==> config.mk <==
export PLATFORM = sky130hd
export DESIGN_NAME = burst_sram_core
export DESIGN_NICKNAME = d
export VERILOG_FILES = /design/src/rtl/bsr_pkg.sv /design/src/rtl/bsr_sleep_ctl.sv /design/src/rtl/bsr_addr_seq.sv /design/src/rtl/bsr_lane_mem.sv /design/src/rtl/burst_sram_core.sv
export SDC_FILE = /design/constraint.sdc
export NUM_CORES = 2
export LEC_CHECK = 0
export BUFFER_PORTS_ARGS = -buffer_cell sky130_fd_sc_hd__buf_2
export CORE_ASPECT_RATIO = 1.5
export CORE_MARGIN = 4
export CORE_UTILIZATION = 63
export CTS_CLUSTER_DIAMETER = 40
export CTS_CLUSTER_SIZE = 20
export DETAILED_ROUTE_END_ITERATION = 16
export PLACE_DENSITY = 0.79
export RECOVER_POWER = 50
export SYNTH_ARGS = -nofsm -noshare
export SYNTH_HDL_FRONTEND = slang
export SYNTH_SLANG_ARGS = --single-unit
==> constraint.sdc <==
create_clock -name clk -period 6.6 [get_ports clk]
set_input_delay 0.33 -clock clk [delete_from_list [all_inputs] [get_ports clk]]
set_output_delay 0.33 -clock clk [all_outputs]
set_load 0.05 [all_outputs]
==> src/rtl/bsr_pkg.sv <==
package bsr_pkg;

    typedef enum logic {
        ORD_LINEAR     = 1'b0,
        ORD_INTERLEAVE = 1'b1
    } beat_order_e;

    // Low address bits for beat number step within a four-beat burst
    function automatic logic [1:0] beat_lsb(input logic [1:0] seed,
                                            input logic [1:0] step,
                                            input beat_order_e ord);
        if (ord == ORD_INTERLEAVE) return seed ^ step;
        return seed + step;
    endfunction

endpackage

==> src/rtl/bsr_sleep_ctl.sv <==
module bsr_sleep_ctl #(
    parameter int LOCK_CYC = 2
) (
    input  logic clk,
    input  logic rst_n,
    input  logic sleep,
    output logic pd,
    output logic lock_busy
);
    localparam int LCW = $clog2(LOCK_CYC + 1);

    typedef struct packed {
        logic           sl1;
        logic           pd;
        logic [LCW-1:0] lock;
    } st_t;

    st_t st_q, st_d;

    always_comb begin
        st_d     = st_q;
        st_d.sl1 = sleep;
        st_d.pd  = st_q.sl1;
        if (st_q.pd && !st_q.sl1)
            st_d.lock = LCW'(LOCK_CYC);
        else if (st_q.lock != '0)
            st_d.lock = st_q.lock - LCW'(1);
    end

    always_ff @(posedge clk or negedge rst_n) begin
        if (!rst_n) st_q <= '0;
        else        st_q <= st_d;
    end

    assign pd        = st_q.pd;
    assign lock_busy = (st_q.lock != '0);
endmodule

==> src/rtl/bsr_addr_seq.sv <==
module bsr_addr_seq
    import bsr_pkg::*;
#(
    parameter int ADDR_W = 6
) (
    input  logic              clk,
    input  logic              rst_n,
    input  logic [ADDR_W-1:0] addr,
    input  logic              strb_proc_n,
    input  logic              strb_ctrl_n,
    input  logic              adv_n,
    input  logic              sel_lo_n,
    input  logic              sel_hi,
    input  logic              order_ilv,
    input  logic              pd,
    input  logic              lock_busy,
    output logic [ADDR_W-1:0] cur_addr,
    output logic              op_valid,
    output logic              capture,
    output logic              proc_start
);
    localparam int BASE_W = ADDR_W - 2;

    typedef struct packed {
        logic              active;
        logic [BASE_W-1:0] base;
        logic [1:0]        seed;
        logic [1:0]        step;
    } st_t;

    st_t  st_q, st_d;
    logic strobe, go, selected;

    always_comb begin
        strobe   = !strb_proc_n || !strb_ctrl_n;
        selected = !sel_lo_n && sel_hi;
        go       = strobe && !pd && !lock_busy;
        capture  = go && selected;
        st_d     = st_q;
        if (pd) begin
            st_d.active = 1'b0;
        end else if (go) begin
            st_d.active = selected;
            if (selected) begin
                st_d.base = addr[ADDR_W-1:2];
                st_d.seed = addr[1:0];
                st_d.step = 2'd0;
            end
        end else if (st_q.active && !adv_n) begin
            st_d.step = st_q.step + 2'd1;
        end
        op_valid   = !pd && (capture || (!go && st_q.active));
        proc_start = capture && !strb_proc_n;
        cur_addr   = {st_d.base, beat_lsb(st_d.seed, st_d.step, beat_order_e'(order_ilv))};
    end

    always_ff @(posedge clk or negedge rst_n) begin
        if (!rst_n) st_q <= '0;
        else        st_q <= st_d;
    end
endmodule

==> src/rtl/bsr_lane_mem.sv <==
module bsr_lane_mem #(
    parameter int ADDR_W = 6,
    parameter int LANES  = 4,
    parameter int LANE_W = 9
) (
    input  logic                    clk,
    input  logic                    rst_n,
    input  logic                    op_valid,
    input  logic                    rd_only,
    input  logic                    wr_all_n,
    input  logic                    wr_byte_n,
    input  logic [LANES-1:0]        lane_we_n,
    input  logic [ADDR_W-1:0]       addr,
    input  logic [LANES*LANE_W-1:0] wdata,
    output logic [LANES*LANE_W-1:0] rdata,
    output logic                    rd_q
);
    localparam int DEPTH  = 1 << ADDR_W;
    localparam int DATA_W = LANES * LANE_W;

    typedef struct packed {
        logic              rd;
        logic [DATA_W-1:0] data;
    } st_t;

    st_t               st_q, st_d;
    logic [LANES-1:0]  lane_wr;
    logic [DATA_W-1:0] rword;

    for (genvar i = 0; i < LANES; i++) begin : g_lane
        logic [LANE_W-1:0] mem [DEPTH];
        assign lane_wr[i] = op_valid && !rd_only &&
                            (!wr_all_n || (!wr_byte_n && !lane_we_n[i]));
        assign rword[i*LANE_W +: LANE_W] = mem[addr];
        always_ff @(posedge clk) begin
            if (lane_wr[i]) mem[addr] <= wdata[i*LANE_W +: LANE_W];
        end
    end

    always_comb begin
        st_d    = st_q;
        st_d.rd = op_valid && (lane_wr == '0);
        if (st_d.rd) st_d.data = rword;
    end

    always_ff @(posedge clk or negedge rst_n) begin
        if (!rst_n) st_q <= '0;
        else        st_q <= st_d;
    end

    assign rdata = st_q.data;
    assign rd_q  = st_q.rd;
endmodule

==> src/rtl/burst_sram_core.sv <==
module burst_sram_core #(
    parameter int ADDR_W = 6,
    parameter int LANES  = 4,
    parameter int LANE_W = 9
) (
    input  logic                    clk,
    input  logic                    rst_n,
    input  logic [ADDR_W-1:0]       addr,
    input  logic                    strb_proc_n,
    input  logic                    strb_ctrl_n,
    input  logic                    adv_n,
    input  logic                    sel_lo_n,
    input  logic                    sel_hi,
    input  logic                    wr_all_n,
    input  logic                    wr_byte_n,
    input  logic [LANES-1:0]        lane_we_n,
    input  logic                    oe_n,
    input  logic                    sleep,
    input  logic                    order_ilv,
    input  logic [LANES*LANE_W-1:0] wdata,
    output logic [LANES*LANE_W-1:0] rdata,
    output logic                    rdata_en
);
    logic              pd, lock_busy, op_valid, capture, proc_start, rd_q;
    logic [ADDR_W-1:0] cur_addr;

    bsr_sleep_ctl #(.LOCK_CYC(2)) u_sleep (
        .clk(clk), .rst_n(rst_n), .sleep(sleep), .pd(pd), .lock_busy(lock_busy)
    );

    bsr_addr_seq #(.ADDR_W(ADDR_W)) u_seq (
        .clk(clk), .rst_n(rst_n), .addr(addr),
        .strb_proc_n(strb_proc_n), .strb_ctrl_n(strb_ctrl_n), .adv_n(adv_n),
        .sel_lo_n(sel_lo_n), .sel_hi(sel_hi), .order_ilv(order_ilv),
        .pd(pd), .lock_busy(lock_busy), .cur_addr(cur_addr),
        .op_valid(op_valid), .capture(capture), .proc_start(proc_start)
    );

    bsr_lane_mem #(.ADDR_W(ADDR_W), .LANES(LANES), .LANE_W(LANE_W)) u_mem (
        .clk(clk), .rst_n(rst_n), .op_valid(op_valid), .rd_only(proc_start),
        .wr_all_n(wr_all_n), .wr_byte_n(wr_byte_n), .lane_we_n(lane_we_n),
        .addr(cur_addr), .wdata(wdata), .rdata(rdata), .rd_q(rd_q)
    );

    assign rdata_en = rd_q && !oe_n && !pd;
endmodule

==> results by group <==
Detailed routing
  – DRT Pass-1 Iters: 8
  – Drt drc: 0
  – Antenna Nets Post-Route: 0
  – WL per Instance: between 30 and 40 um
  – Total Wirelength: around 230,000 um
  – Vias/cell: approximately 7.2
  – Via count: between 40,000 and 50,000
  – Iter 0 DRT Violations: between 7,000 and 8,000

Finish
  – Fin cells: ~6,400
  – Area Overhead vs Synth: 9.454%
  – Ratio of cells with drive above 1 in the final layout: 0.2265
  – Final core utilization: 0.6950
  – Filler Cell Count: 8,089
  – Final #Nets: 4,413

Synth
  – Netlist cell types: slightly below 60
  – Async SR Flop Fraction: 0.02124
  – Synth top area share: 0.7702
  – Synth area leaders: edfxtp_1 (77%), mux4_2 (14%), dfrtp_1 (1.4%)
  – Compound-Gate Fraction of Synth Area: 0.03396
  – Post-synth EDFFs: roughly 2,300
  – Fraction of synthesized area in multiplexers: 0.1399
  – Register area share after synthesis: 0.7841
  – Register bit total from synthesis: roughly 2,400
  – Mapped Area: 89,830 um^2
  – Synth Area in Adders: 0.0002786
  – Prevailing post-synth register cell: edfxtp_1
  – Simple-gate share of the synthesized area: 0.02726
  – Gate Count Post-Synth: 4,197
  – Yosys warns: 0
  – Mapped Avg Cell Area: approximately 21 um^2
  – Post-Synth XOR/XNOR Area: 0.0001950
  – Main combinational cell family by area after synthesis: multiplexers
  – Syn_nets: ~4,300
  – Largest area contributor in the netlist: edfxtp_1

Setup path
  – Buf/Inv on CP: 3
  – CP Launch Type: register
  – Worst-path cell chain: inv_1 > ha_1 > a21boi_1 > nand2_1 > o211ai_1 > o31ai_1 > ha_4 > nand2b_1 > nand2_1 > o2111ai_1 > mux2_8 > buf_12 > buf_12 > mux2i_1 > o21ai_1 > a221oi_1 > nand4_1 > o32a_1
  – Crit. End Element: register
  – WP data arrival: 6.72 ns
  – Required time of the critical path: between 7 and 8 ns
  – Slowest CP cell: mux2_8
  – CP Class: register to register
  – CP delay by family, top: compound AO/OA/AOI/OAI gates
  – CP Max Fanout: 50
  – Worst R2R Setup Slack: slightly below 0.6 ns
  – Slowest Stage Delay on Critical Path: 0.69 ns

Pwr
  – Switching Fraction: 0.3281
  – Leakage power total: approximately 30 nW
  – Internal power: about 0.027 W
  – Reg power frac: 0.417
  – Worst vdd ir: between 0.4 and 0.5 mV
  – Sw power: between 0.01 and 0.015 W
  – Logic pwr share: 0.313
  – Clk network pwr share: 0.269
  – PD cells: around 410 nW/um^2

Timing
  – Setup Skew: roughly 0.034 ns
  – Final hold vios: 0
  – Final setup vio count: 0
  – Worst slew pin tran: approximately 4.4 ns
  – Setup TNS Final: 0 ns
  – Min Clock Period, post-route: between 6 and 7 ns
  – Period utilisation layout: 0.9109
  – RSZ-0062 raised after global routing: no
  – Final Slew Violations: between 2,000 and 2,500
  – Fmax: 0.1663 GHz
  – Max transition margin: -1.913

Clock network
  – Skew-Pair Late Insertion Delay: about 0.84 ns
  – Hold-fix buffers, CTS: 6
  – TritonCTS clock tree: yes
  – H-tree levels: 4
  – Post-cts sizing count: 0
  – Clock tree buffer depth: 3
  – Clock Tree Root: clkbuf_16
  – Setup Fix Bufs, Post-CTS: 0
  – Cts bufs inserted: 168
  – Clock-pin slew on the worst setup and hold paths: 0.08 ns
  – Total clock sinks: 2,354

Floorplan
  – Starting Density: 0.6350
  – Placeable Area: 141,500 um^2
  – Die Wd: between 300 and 400 um
  – Die height: between 400 and 500 um
  – Row cnt: 169
  – Die ar.: approximately 150,000 um^2
  – I/O pin cnt: 95

Job
  – Max-cap violations: 37

Placement
  – Placer congestion estimate: approximately 0.89
  – Port buffer count: 94
  – Placed cells: 6,058
  – DPL Wire Length: approximately 140,000 um

GRT
  – Largest net degree at the start of global routing: ~110
  – Initial antenna violation count: 10
  – Overall Global Routing Usage: 0.3096
  – Total congestion overflow: 0
  – Vias in the first global route: 45,840
  – First-pass GRT wire length: 326,900 um

Status
  – Status: finished, violations left
  – Failing checks: max-capacitance violations, max-slew violations

Worst hold path
  – Hold Crit Class: primary input to register
[state kept, by name (all words and copies together), names as in the netlist]
| register | cells |
|---|---|
| u_sleep.st_d | 1 |
| u_mem.rdata | 36 |
| u_sleep.st_q | 2 |
| u_mem.rd_q | 1 |
| u_seq.st_q | 9 |
| u_mem.g_lane.mem | 2304 |
| u_sleep.pd | 1 |
[synthesized netlist by cell type (2+ instances only)]
| cell | number |
|---|---|
| a22o_1 | 36 |
| nor3_1 | 5 |
| mux2i_1 | 39 |
| edfxtp_1 | 2304 |
| a221o_1 | 11 |
| a21oi_1 | 86 |
| o2111ai_1 | 5 |
| a22oi_1 | 126 |
| buf_4 | 17 |
| a21o_1 | 2 |
| nand3_1 | 52 |
| or3_1 | 2 |
| o21ai_1 | 27 |
| nor2_1 | 275 |
| o22a_1 | 2 |
| xor2_1 | 2 |
| ha_1 | 2 |
| a31oi_1 | 3 |
| nor4_1 | 3 |
| buf_8 | 3 |
| buf_6 | 28 |
| a221oi_1 | 34 |
| buf_2 | 25 |
| nand4_1 | 20 |
| o21ai_0 | 27 |
| nand3b_1 | 3 |
| o32a_1 | 33 |
| inv_1 | 8 |
| clkbuf_2 | 2 |
| a311oi_1 | 2 |
| and2_1 | 12 |
| clkbuf_1 | 157 |
| o211ai_1 | 20 |
| nor3b_1 | 4 |
| dfrtp_1 | 50 |
| mux4_2 | 540 |
| nand2_1 | 204 |
| o2bb2ai_1 | 2 |
| and2_0 | 2 |
| buf_1 | 4 |
[metrics by stage]
step / power, W / hold WS [ns] / setup slack, ns / instance area [um^2]
after floorplan: 0.02533 / 0.03441 / 2.000 / 89830
after global placement: 0.02932 / 0.3595 / 0.6385 / 92640
after detailed placement: 0.02946 / 0.3682 / 0.6145 / 92640
after CTS: 0.04011 / 0.01710 / 0.6056 / 98440
after global routing: 0.04130 / 0.07043 / 0.2297 / 98300
final: 0.04019 / 0.09934 / 0.5880 / 98320
[kinds of logic after synthesis]
group	count (synthesis)
flops	2354
simple gates	589
mux	580
compound gates	424
buf+inv	246
xor+xnor	2
fa+ha+maj	2
[cell type report]
class / instances / area [um^2] / share of cell area
Timing Repair Buffer: 223 / 1500 / 0.01526
Sequential cell: 2354 / 70440 / 0.7164
Antenna cell: 7 / 17.52 / 0.0001782
Multi-Input combinational cell: 1597 / 18240 / 0.1855
Inverter: 9 / 38.79 / 0.0003945
Tap cell: 1881 / 2354 / 0.02394
Clock inverter: 110 / 1299 / 0.01321
Clock buffer: 197 / 4437 / 0.04513
[worst min-delay path, stage by stage]
cell and delay [ns]:
buf_2 0.14, nand2_1 0.07, nand2_1 0.25
[metal layers]
metal / part of all wire / global-route usage
met1: 0.33 / 0.4101
met2: 0.49 / 0.4861
met3: 0.12 / 0.08210
met4: 0.061 / 0.1516
met5: 0.00030 / 0
[power groups by stage]
stage / combinational, W / clock [W] / sequential (W)
final: 0.0126 / 0.0108 / 0.0168
after global routing: 0.0130 / 0.0115 / 0.0168
after CTS: 0.0125 / 0.0109 / 0.0167
after detailed placement: 0.0124 / 0 / 0.0171
after global placement: 0.0123 / 0 / 0.0171
after floorplan: 0.00797 / 0 / 0.0174
[final timing paths]
kind	from	to	depth (start not counted)
setup reg to reg	u_sleep.st_q[0]	u_mem.rdata[28]	18
setup / recovery	u_sleep.st_q[0]	u_mem.rdata[28]	18
hold / removal	addr[3]	u_seq.st_q[5]	3
min in group asynchronous	rst_n	u_mem.rdata[4]	2
hold reg to reg	u_sleep.st_d[2]	u_sleep.pd	0
max in group asynchronous	rst_n	u_sleep.st_q[0]	2
[cell usage in the layout, fill, tap and decap left out, drive strengths merged, types with 3 or more instances in the layout]
cell,n
a22oi,126
clkbuf,248
mux2i,39
o211ai,20
nand4,20
and2,14
a221oi,34
dfrtp,50
bufinv,11
nor3,5
nor3b,4
inv,51
clkinv,43
clkinvlp,14
a221o,11
nor4,3
o32a,33
diode,7
nand3b,3
buf,166
edfxtp,2304
a21oi,86
nand3,52
o2111ai,5
nor2,276
mux4,540
a22o,36
dlygate4sd3,6
a31oi,3
nand2,204
o21ai,54
Power figures use the tool's default switching activity.
